File: src/rtl/dispbus_pkg.sv
package dispbus_pkg;
  typedef enum logic [1:0] {PH_IDLE, PH_SETUP, PH_ACT, PH_REC} phase_t;

  // strobes from the sequencer to the datapath
  typedef struct packed {
    logic clear;    // transfer accepted: reset split/pack state
    logic sample;   // capture busDin into the pack register
    logic beatEnd;  // current beat finished
    logic finish;   // current beat is the final one
  } dpCtl_t;
endpackage

File: src/rtl/dispbus_tick.sv
module dispbus_tick #(
  parameter int DIV_W = 3
) (
  input  logic             clk,
  input  logic             rstN,
  input  logic             en,
  input  logic [DIV_W-1:0] div,
  output logic             tick
);
  logic [DIV_W-1:0] cnt;

  assign tick = en && (cnt == div);

  always_ff @(posedge clk or negedge rstN) begin
    if (!rstN)              cnt <= '0;
    else if (!en || tick)   cnt <= '0;
    else                    cnt <= cnt + 1'b1;
  end
endmodule

File: src/rtl/dispbus_ctrl.sv
module dispbus_ctrl
  import dispbus_pkg::*;
#(
  parameter int TW0_W   = 4,
  parameter int TW1_W   = 6,
  parameter int LEN_W   = 18,
  parameter int DIV_W   = 3,
  parameter int TW1_MIN = 2
) (
  input  logic             clk,
  input  logic             rstN,
  input  logic             start,
  input  logic             isRead,
  input  logic             isData,
  input  logic             cfgWide,
  input  logic [DIV_W-1:0] cfgDiv,
  input  logic [TW0_W-1:0] cfgTw0Rd,
  input  logic [TW1_W-1:0] cfgTw1Rd,
  input  logic [TW0_W-1:0] cfgTw0Wr,
  input  logic [TW1_W-1:0] cfgTw1Wr,
  input  logic [LEN_W-1:0] cfgBeats,
  input  logic             haveWord,
  input  logic             outFull,
  output dpCtl_t           ctl,
  output logic             busy,
  output logic             rdMode,
  output logic             wideMode,
  output logic             dcMode,
  output logic             strobeAct,
  output logic             done
);
  localparam int CNT_W = (TW0_W > TW1_W) ? TW0_W : TW1_W;

  phase_t           phase;
  logic [CNT_W-1:0] cnt;
  logic [TW0_W-1:0] tw0L;
  logic [TW1_W-1:0] tw1L;
  logic [DIV_W-1:0] divL;
  logic [LEN_W-1:0] beatsLeft;
  logic             tick;
  logic             startOk;
  logic [CNT_W-1:0] recInit;
  logic             canGo;

  assign busy      = (phase != PH_IDLE);
  assign strobeAct = (phase == PH_ACT);
  assign startOk   = start && !busy &&
                     ((isRead ? cfgTw1Rd : cfgTw1Wr) >= TW1_W'(TW1_MIN));
  assign recInit   = CNT_W'(tw1L - 1'b1);
  assign canGo     = rdMode ? !outFull : haveWord;

  dispbus_tick #(.DIV_W(DIV_W)) u_tick (
    .clk(clk), .rstN(rstN), .en(busy), .div(divL), .tick(tick)
  );

  always_comb begin
    ctl.clear   = startOk;
    ctl.sample  = tick && (phase == PH_REC) && (cnt == recInit) && rdMode;
    ctl.beatEnd = tick && (phase == PH_REC) && (cnt == '0);
    ctl.finish  = ctl.beatEnd && (beatsLeft == '0);
  end

  always_ff @(posedge clk or negedge rstN) begin
    if (!rstN) begin
      phase     <= PH_IDLE;
      cnt       <= '0;
      tw0L      <= '0;
      tw1L      <= '0;
      divL      <= '0;
      beatsLeft <= '0;
      rdMode    <= 1'b0;
      wideMode  <= 1'b0;
      dcMode    <= 1'b1;
      done      <= 1'b1;
    end else if (startOk) begin
      phase     <= PH_SETUP;
      tw0L      <= isRead ? cfgTw0Rd : cfgTw0Wr;
      tw1L      <= isRead ? cfgTw1Rd : cfgTw1Wr;
      divL      <= cfgDiv;
      beatsLeft <= cfgBeats;
      rdMode    <= isRead;
      wideMode  <= cfgWide;
      dcMode    <= isData;
      done      <= 1'b0;
    end else if (tick) begin
      unique case (phase)
        PH_SETUP: if (canGo) begin
          phase <= PH_ACT;
          cnt   <= CNT_W'(tw0L);
        end
        PH_ACT: if (cnt == '0) begin
          phase <= PH_REC;
          cnt   <= recInit;
        end else cnt <= cnt - 1'b1;
        PH_REC: if (cnt == '0) begin
          if (beatsLeft == '0) begin
            phase <= PH_IDLE;
            done  <= 1'b1;
          end else begin
            beatsLeft <= beatsLeft - 1'b1;
            phase     <= PH_SETUP;
          end
        end else cnt <= cnt - 1'b1;
        default: ;
      endcase
    end
  end
endmodule

File: src/rtl/dispbus_dp.sv
module dispbus_dp
  import dispbus_pkg::*;
#(
  parameter int WORD_W = 32,
  parameter int BUS_W  = 16
) (
  input  logic              clk,
  input  logic              rstN,
  input  dpCtl_t            ctl,
  input  logic              busy,
  input  logic              rdMode,
  input  logic              wideMode,
  input  logic              wrValid,
  input  logic [WORD_W-1:0] wrWord,
  output logic              wrReady,
  output logic              haveWord,
  input  logic              rdReady,
  output logic              rdValid,
  output logic [WORD_W-1:0] rdWord,
  input  logic [BUS_W-1:0]  busDin,
  output logic [BUS_W-1:0]  busDout
);
  localparam int NARROW_W = BUS_W / 2;
  localparam int SUBS_MAX = WORD_W / NARROW_W;
  localparam int SUB_W    = $clog2(SUBS_MAX);
  localparam int SHIFT_W  = $clog2(WORD_W) + 1;

  logic [SUB_W-1:0]   subIdx;
  logic [SUB_W-1:0]   lastSub;
  logic [WORD_W-1:0]  wordReg;
  logic [WORD_W-1:0]  packReg;
  logic [SHIFT_W-1:0] shiftAmt;
  logic [WORD_W-1:0]  curSlice;
  logic [WORD_W-1:0]  inSlice;

  assign lastSub  = wideMode ? SUB_W'(WORD_W / BUS_W - 1) : SUB_W'(SUBS_MAX - 1);
  assign shiftAmt = wideMode ? SHIFT_W'(subIdx) * SHIFT_W'(BUS_W)
                             : SHIFT_W'(subIdx) * SHIFT_W'(NARROW_W);
  assign curSlice = wordReg >> shiftAmt;
  assign inSlice  = wideMode ? (WORD_W'(busDin) << shiftAmt)
                             : (WORD_W'(busDin[NARROW_W-1:0]) << shiftAmt);
  assign wrReady  = busy && !rdMode && !haveWord;

  always_comb begin
    busDout = '0;
    if (busy && !rdMode && haveWord) begin
      if (wideMode) busDout = curSlice[BUS_W-1:0];
      else          busDout = BUS_W'(curSlice[NARROW_W-1:0]);
    end
  end

  always_ff @(posedge clk or negedge rstN) begin
    if (!rstN) begin
      subIdx   <= '0;
      wordReg  <= '0;
      haveWord <= 1'b0;
      packReg  <= '0;
      rdValid  <= 1'b0;
      rdWord   <= '0;
    end else begin
      if (rdValid && rdReady) rdValid <= 1'b0;
      if (ctl.clear) begin
        subIdx   <= '0;
        haveWord <= 1'b0;
        packReg  <= '0;
      end else begin
        if (wrReady && wrValid) begin
          wordReg  <= wrWord;
          haveWord <= 1'b1;
        end
        if (ctl.sample) packReg <= packReg | inSlice;
        if (ctl.beatEnd) begin
          if (subIdx == lastSub || ctl.finish) begin
            subIdx   <= '0;
            haveWord <= 1'b0;
            if (rdMode) begin
              rdValid <= 1'b1;
              rdWord  <= packReg;
              packReg <= '0;
            end
          end else begin
            subIdx <= subIdx + 1'b1;
          end
        end
      end
    end
  end
endmodule

File: src/rtl/dispbus_engine.sv
module dispbus_engine
  import dispbus_pkg::*;
#(
  parameter int WORD_W = 32,
  parameter int BUS_W  = 16,
  parameter int TW0_W  = 4,
  parameter int TW1_W  = 6,
  parameter int LEN_W  = 18,
  parameter int DIV_W  = 3
) (
  input  logic              clk,
  input  logic              rstN,
  input  logic              start,
  input  logic              isRead,
  input  logic              isData,
  input  logic              cfgWide,
  input  logic [DIV_W-1:0]  cfgDiv,
  input  logic [TW0_W-1:0]  cfgTw0Rd,
  input  logic [TW1_W-1:0]  cfgTw1Rd,
  input  logic [TW0_W-1:0]  cfgTw0Wr,
  input  logic [TW1_W-1:0]  cfgTw1Wr,
  input  logic [LEN_W-1:0]  cfgBeats,
  input  logic              wrValid,
  input  logic [WORD_W-1:0] wrWord,
  output logic              wrReady,
  output logic              rdValid,
  output logic [WORD_W-1:0] rdWord,
  input  logic              rdReady,
  output logic              busCsN,
  output logic              busWrN,
  output logic              busRdN,
  output logic              busDc,
  output logic [BUS_W-1:0]  busDout,
  input  logic [BUS_W-1:0]  busDin,
  output logic              done
);
  dpCtl_t ctl;
  logic   busy, rdMode, wideMode, dcMode, strobeAct, haveWord;

  dispbus_ctrl #(
    .TW0_W(TW0_W), .TW1_W(TW1_W), .LEN_W(LEN_W), .DIV_W(DIV_W), .TW1_MIN(2)
  ) u_ctrl (
    .clk(clk), .rstN(rstN), .start(start), .isRead(isRead), .isData(isData),
    .cfgWide(cfgWide), .cfgDiv(cfgDiv), .cfgTw0Rd(cfgTw0Rd), .cfgTw1Rd(cfgTw1Rd),
    .cfgTw0Wr(cfgTw0Wr), .cfgTw1Wr(cfgTw1Wr), .cfgBeats(cfgBeats),
    .haveWord(haveWord), .outFull(rdValid), .ctl(ctl), .busy(busy),
    .rdMode(rdMode), .wideMode(wideMode), .dcMode(dcMode),
    .strobeAct(strobeAct), .done(done)
  );

  dispbus_dp #(.WORD_W(WORD_W), .BUS_W(BUS_W)) u_dp (
    .clk(clk), .rstN(rstN), .ctl(ctl), .busy(busy), .rdMode(rdMode),
    .wideMode(wideMode), .wrValid(wrValid), .wrWord(wrWord), .wrReady(wrReady),
    .haveWord(haveWord), .rdReady(rdReady), .rdValid(rdValid), .rdWord(rdWord),
    .busDin(busDin), .busDout(busDout)
  );

  assign busCsN = !busy;
  assign busWrN = !(strobeAct && !rdMode);
  assign busRdN = !(strobeAct && rdMode);
  assign busDc  = dcMode;
endmodule

File: config.mk
export PLATFORM = sky130hd
export DESIGN_NAME = dispbus_engine
export DESIGN_NICKNAME = d
export VERILOG_FILES = /design/src/rtl/dispbus_pkg.sv /design/src/rtl/dispbus_tick.sv /design/src/rtl/dispbus_ctrl.sv /design/src/rtl/dispbus_dp.sv /design/src/rtl/dispbus_engine.sv
export SDC_FILE = /design/constraint.sdc
export NUM_CORES = 1
export LEC_CHECK = 0
export ABC_AREA = 1
export BUFFER_PORTS_ARGS = -buffer_cell sky130_fd_sc_hd__buf_2
export CORE_UTILIZATION = 55
export DETAILED_ROUTE_END_ITERATION = 10
export PLACE_DENSITY = 0.76
export SLEW_MARGIN = 20
export SYNTH_ARGS = -nofsm -noshare
export SYNTH_HDL_FRONTEND = slang
export SYNTH_SLANG_ARGS = --single-unit
File: constraint.sdc
create_clock -name clk -period 2 [get_ports clk]
set_input_delay 0.1 -clock clk [delete_from_list [all_inputs] [get_ports clk]]
set_output_delay 0.1 -clock clk [all_outputs]
set_load 0.1 [all_outputs]
# Yosys cells after proc, flatten, opt, wreduce, memory -nomap -nowiden
# Index checks and enable logic that the tools add are counted.
# Widths: inputs -> output; s select.
[word_totals]
regBits = 146
inputBits = 97
out_inout_bits = 55
word_cells = 126
[op_classes]
n_addsub = 5
magnitude_cmp = 1
eq_ne = 12
shifts = 3
mux = 47
bitwise = 2
n_reduce_logical = 39
[ops]
columns = ["operator", "count"]
rows = [
  ["$mux 32", 6],
  ["$mux 18", 5],
  ["$mux 16", 2],
  ["$or 32x32->32", 1],
  ["$shl 16x6->32", 1],
  ["$shl 8x6->32", 1],
  ["$shr 32x6->16", 1],
  ["$mux 6", 5],
  ["$logic_not 18->1", 1],
  ["$mux 2", 9],
  ["$pmux 6 s3", 1],
  ["$sub 18x1->18 const B", 1],
  ["$mux 1", 16],
  ["$logic_and 1x1->1", 15],
  ["$reduce_and 4->1", 3],
  ["$reduce_bool 2->1", 6],
  ["$sub 6x1->6 const B", 2],
  ["$reduce_and 5->1", 2],
  ["$eq 6x6->1", 1],
  ["$ge 6x2->1 const B", 1],
  ["$logic_not 1->1", 6],
  ["$logic_not 6->1", 1],
  ["$ne 3x1->1 const B", 2],
  ["$pmux 2 s3", 1],
  ["other kinds (16)", 19],
]

# Logic depth before layout (Yosys ltp)
[depth]
word_depth = 10
mapped_depth = 13
ltp_nobuf = 12

# Hierarchy
# A second synthesis with hierarchy kept.
[unflattened]
cells_unflattened = 1092
hier_area_um2 = 8147.8
[by_module_without_submodules]
columns = ["module", "n_inst", "cells_each", "area_per_inst_um2", "seq_area_each_um2"]
rows = [
  ["dispbus_dp", 1, 598, 4898.4, 2502.4],
  ["dispbus_ctrl", 1, 466, 3052.9, 1078.5],
  ["dispbus_tick", 1, 24, 181.4, 75.1],
  ["dispbus_engine", 1, 4, 15.0, 0.0],
]

# Worst setup path before layout
# No wires, ideal clock.
[synth_timing]
kind = "reg-to-reg"
start = "reg u_ctrl.phase[0]"
end = "reg u_dp.wordReg[14]"
setup_time_ns = 0.125
arrival_time_ns = 3.459
t_required_ns = 1.875
slack_ns = -1.584
stages_incl_launch_ff = 9
path_buffers = 1
synth_period_minus_slack_ns = 3.584
path_cell_list = "dfrtp_1 > inv_1 > ha_1 > nor2_1 > inv_1 > nor2_1 > nand2_1 > buf_1 > mux2_2"
[synth_via]
elab_chain_len = 6
elab_cells_between_ends = 9
cone_classes = "bitwise (1); reduce/logical (8)"
[synth_rtl]
columns = ["item", "line", "source"]
rows = [
  ["from (decl)", "dispbus_ctrl.sv:34", "phase_t phase;"],
  ["from (signal assigned)", "dispbus_ctrl.sv:65", "phase <= PH_IDLE;"],
  ["from (signal assigned)", "dispbus_ctrl.sv:76", "phase <= PH_SETUP;"],
  ["from (signal assigned)", "dispbus_ctrl.sv:88", "phase <= PH_ACT;"],
  ["$reduce_bool 2->1", "dispbus_ctrl.sv:45", "assign busy = (phase != PH_IDLE);"],
  ["$logic_not 1->1", "-", ""],
  ["named net busCsN", "dispbus_engine.sv:29", "output logic busCsN,"],
  ["$logic_and 1x1->1 (2 in a row)", "dispbus_ctrl.sv:47", "assign startOk = start && !busy &&"],
  ["$not 1->1 (no line)", "-", ""],
  ["$reduce_and 2->1 (no line)", "-", ""],
  ["to (signal assigned)", "dispbus_dp.sv:68", "wordReg <= wrWord;"],
  ["to (decl)", "dispbus_dp.sv:30", "logic [WORD_W-1:0] wordReg;"],
]
# The timed path passes the listed nets, and every way through them passes these cells.
# A chain may end at the register's enable or synchronous reset.

# Worst setup path after layout
[layout_timing]
start = "reg u_ctrl.wideMode"
end = "out busDout[12]"
[layout_via]
elab_chain_len = 4
[layout_rtl]
columns = ["item", "line", "source"]
rows = [
  ["from (decl)", "dispbus_ctrl.sv:27", "output logic wideMode,"],
  ["from (signal assigned)", "dispbus_ctrl.sv:82", "wideMode <= cfgWide;"],
  ["$mux 6", "dispbus_dp.sv:37", "assign shiftAmt = wideMode ? SHIFT_W'(subIdx) * SHIFT_W'(BUS_W)"],
  ["$shr 32x6->16", "dispbus_dp.sv:39", "assign curSlice = wordReg >> shiftAmt;"],
  ["$mux 16 *", "dispbus_dp.sv:47", "if (wideMode) busDout = curSlice[BUS_W-1:0];"],
  ["$mux 16 *", "dispbus_dp.sv:46", "if (busy && !rdMode && haveWord) begin"],
  ["to (decl)", "dispbus_engine.sv:33", "output logic [BUS_W-1:0] busDout,"],
]
# Every way passes the cells marked *; elsewhere a longest branch is shown, timed or not.

==> impl_metrics.tcl <==
set metrics [dict create \
    drtPass1Iterations 7 \
    grt_antenna_before_repair 0 \
    netlist_area_sq_um 8178 \
    timing.final.ws_setup_ns -0.1411 \
    ys.flop_type "dfrtp_1" \
    gp_congestion 0.9102 \
    hold_end "u_ctrl.tw1L[1]" \
    place_hpwl_mm 13.90 \
    placementRows 44 \
    ys_seq_elements 146 \
    gr-total-overflow 0 \
    power.density_nw_per_um2 1416 \
    start_kind "register" \
    synth_edf_count 0 \
    numCtsBuffers 17 \
    combPwrFrac 0.538 \
    worst-path-stages 8 \
    clk_path_buf_depth 2 \
    synth.avg_cell_area_sq_um 7.586 \
    port_buffers 151 \
    start_util 0.5627 \
    swShare 0.4704 \
    drt-initial-drc-count 697 \
    p_clk_frac 0.193 \
    drt-wirelength-per-cell_um 16.37 \
    root_buffer "clkbuf_16" \
    via_count 8362 \
    peakVddDrop_mv 1.187 \
    netlist_instances 1078 \
    hold_path_depth 3 \
    p_leak_nw 5.649 \
    place_area_sq_um 9667 \
    ios 152 \
    place_ws_ns 0.03991 \
    area_growth_pct 42.84 \
    r2r-end "u_dp.packReg[28]" \
    hold_viol_final 1 \
    clock_skew_ns 0.009369 \
    drcViolationCount 0 \
    cp.required_ns 1.90 \
    violations "hold timing, setup timing" \
    dieHeight_um 123.9 \
    grt_max_degree 54 \
    power.internal_mw 8.759 \
    ys_async_sr_fraction 1.000 \
    worst_slew_pin_slew_ns 0.5977 \
    maxSlewHeadroom 0.6006 \
    grt_pass1_wl_mm 37.47 \
    seqPwrFrac 0.268 \
    stdcell_area_sq_um 11680 \
    maxCapViolCount 0 \
    slowest_stage "dfrtp_2" \
    setup_violations 16 \
    fin_nets 1431 \
    cts_sinks 146 \
    r2r-start "u_ctrl.tw1L[1]" \
    outcome "finished with violations" \
    reg2reg_depth 11 \
    min_path_type "in -> reg" \
    vias_per_cell 5.501 \
    period_needed_ns 2.141 \
    cpPeakStageDelay_ns 0.46 \
    endpoint_kind "primary output" \
    report.final.slew_viol_count 0 \
    p_sw_mw 7.779 \
    cp_max_fo 7 \
    synth_nets 1187 \
    grt_pass1_vias 7812 \
    clkTransAtPathRegs_ns 0.06 \
    layout_common_cells "nand2_1, dfrtp_1, buf_2, nor2_1, inv_1" \
    layout-drive-gt1-share 0.2989 \
    grt_usage 0.3162 \
    crit_type "reg -> out" \
    min-delay-start "cfgTw1Rd[1]" \
    total_power_mw 16.54 \
    max_freq_mhz 467.1 \
    htreeDepth 4 \
    cp_num_buf_inv 3 \
    yosysUniqueCellTypes 38 \
    crit_family "buffers and inverters" \
    finalCritPeriodShare 1.071 \
    final_common_cell "nand2_1" \
    coreArea_sq_um 14530 \
    cts_tree "yes" \
    reg2reg_setup_slack_ns 0.03 \
    die-area_sq_um 15360 \
    die_w_um 123.9 \
    ys_seq_area_frac 0.4471 \
    arrival_ns 2.04 \
    rsz0062_at_grt "yes" \
    postRouteAntennaNets 0 \
    crit_chain "nor2_4 -> buf_6 -> buf_12 -> nand2_1 -> o21ai_1 -> a22oi_2 -> nor2_4 -> buf_12" \
    clkLatencyLatePin_ns 0.44 \
    holdWs_ns -0.0009935 \
    yosysWarnings 0 \
    wl_mm 24.89 \
]
## cell usage after synthesis, drive strengths merged (7+ instances only)
cell,count,share of area
a21oi,72,0.045
a22oi,16,0.015
buf,38,0.031
clkbuf,12,0.0055
dfrtp,144,0.44
ha,12,0.018
inv,97,0.045
mux2,24,0.033
nand2,332,0.15
nand3,70,0.044
nor2,126,0.058
nor3,7,0.0043
o21ai,88,0.065
xor2,12,0.013
## what timing repair did
action / in CTS / in global routing
resized for setup: 23 / 105
pin swaps: 5 / 43
cloned: 1 / 5
setup endpoints to repair: 17 / 109
hold buffers: 68 / 0
setup buffers: 9 / 12
endpoints found under the hold margin: 108 / 0
## layer usage
| metal | GRT usage | wire length [um] | part of all wire | vias to the layer above |
|---|---|---|---|---|
| met5 | 0 | 0 | 0 | - |
| met4 | 0.1265 | 863 | 0.035 | 0 |
| met3 | 0.06548 | 1662 | 0.067 | 86 |
| met2 | 0.5181 | 12210 | 0.49 | 396 |
| met1 | 0.4094 | 10150 | 0.41 | 3920 |
| li1 | - | - | - | 3960 |
## sequential cells by signal, summed over array words and instances (netlist names)
register and cells:
u_dp.packReg 32, u_dp.rdWord 32, u_dp.wordReg 32, u_ctrl.beatsLeft 18, u_ctrl.cnt 6, u_ctrl.tw1L 6
u_ctrl.tw0L 4, u_ctrl.divL 3, u_ctrl.u_tick.cnt 3, u_ctrl.phase 2, u_dp.subIdx 2, u_ctrl.dcMode 1
u_ctrl.done 1, u_ctrl.rdMode 1, u_ctrl.wideMode 1, u_dp.haveWord 1, u_dp.rdValid 1
## per-stage QoR
stage          TNS (ns)    util  hold WS [ns]  std cells
4_1_cts          -1.262  0.7632      0.003474       1502
3_5_place_dp          0  0.6651       0.06464       1392
2_1_floorplan    -4.102       -       -0.1956       1078
3_3_place_gp          0  0.6651       0.07042       1392
6_report         -1.175  0.8037    -0.0009935       1520
5_1_grt          -2.285  0.8035       0.04225       1519
## cell type report
| class | instances | area (sq um) |
|---|---|---|
| antenna | 1 | 2.502 |
| clock buffer | 18 | 439.2 |
| clock inverter | 14 | 143.9 |
| fill | 919 | 2853 |
| inverter | 99 | 391.6 |
| multi-input combinational | 783 | 4428 |
| sequential | 146 | 3659 |
| tap | 184 | 230.2 |
| timing repair buffer | 275 | 2387 |
## worst max path at each step
stage,startpoint,end
2_1_floorplan,u_ctrl.phase[0],u_dp.wordReg[0]
3_3_place_gp,u_dp.subIdx[0],busDout[5]
3_5_place_dp,u_ctrl.cnt[0],u_dp.rdWord[1]
4_1_cts,u_ctrl.phase[1],busDout[14]
5_1_grt,u_ctrl.wideMode,busDout[12]
6_report,u_ctrl.wideMode,busDout[12]
## worst reg2reg max path, stage by stage, from the launching register on
cell	delay, ns
dfrtp_1	0.40
inv_2	0.06
ha_4	0.16
or2_1	0.22
nand2_1	0.09
nand2_1	0.05
nand2_1	0.08
nand3_2	0.09
nor2_4	0.26
clkbuf_16	0.23
nand3_2	0.09
a21oi_2	0.15
## logic make-up after synthesis
kind of cell | after synthesis | share of synthesized area
and+or+nand+nor | 541 | 0.2647
AOI/OAI and AO/OA | 188 | 0.1353
buffers and inverters | 149 | 0.08216
DFF | 146 | 0.4471
muxes | 25 | 0.03427
xor gates and xnor gates | 17 | 0.01821
adders and majority gates | 12 | 0.01836
## power by group through the flow
| stage | Combinational [mW] | Clock, mW | Sequential, mW |
|---|---|---|---|
| global route | 9.59 | 3.33 | 4.51 |
| finish | 8.90 | 3.20 | 4.44 |
| detailed placement | 7.46 | 0 | 4.37 |
| global placement | 7.33 | 0 | 4.34 |
| CTS | 7.90 | 3.21 | 4.32 |
| floorplan | 5.47 | 0 | 4.30 |
No activity file was read; power rests on OpenSTA's default activity.
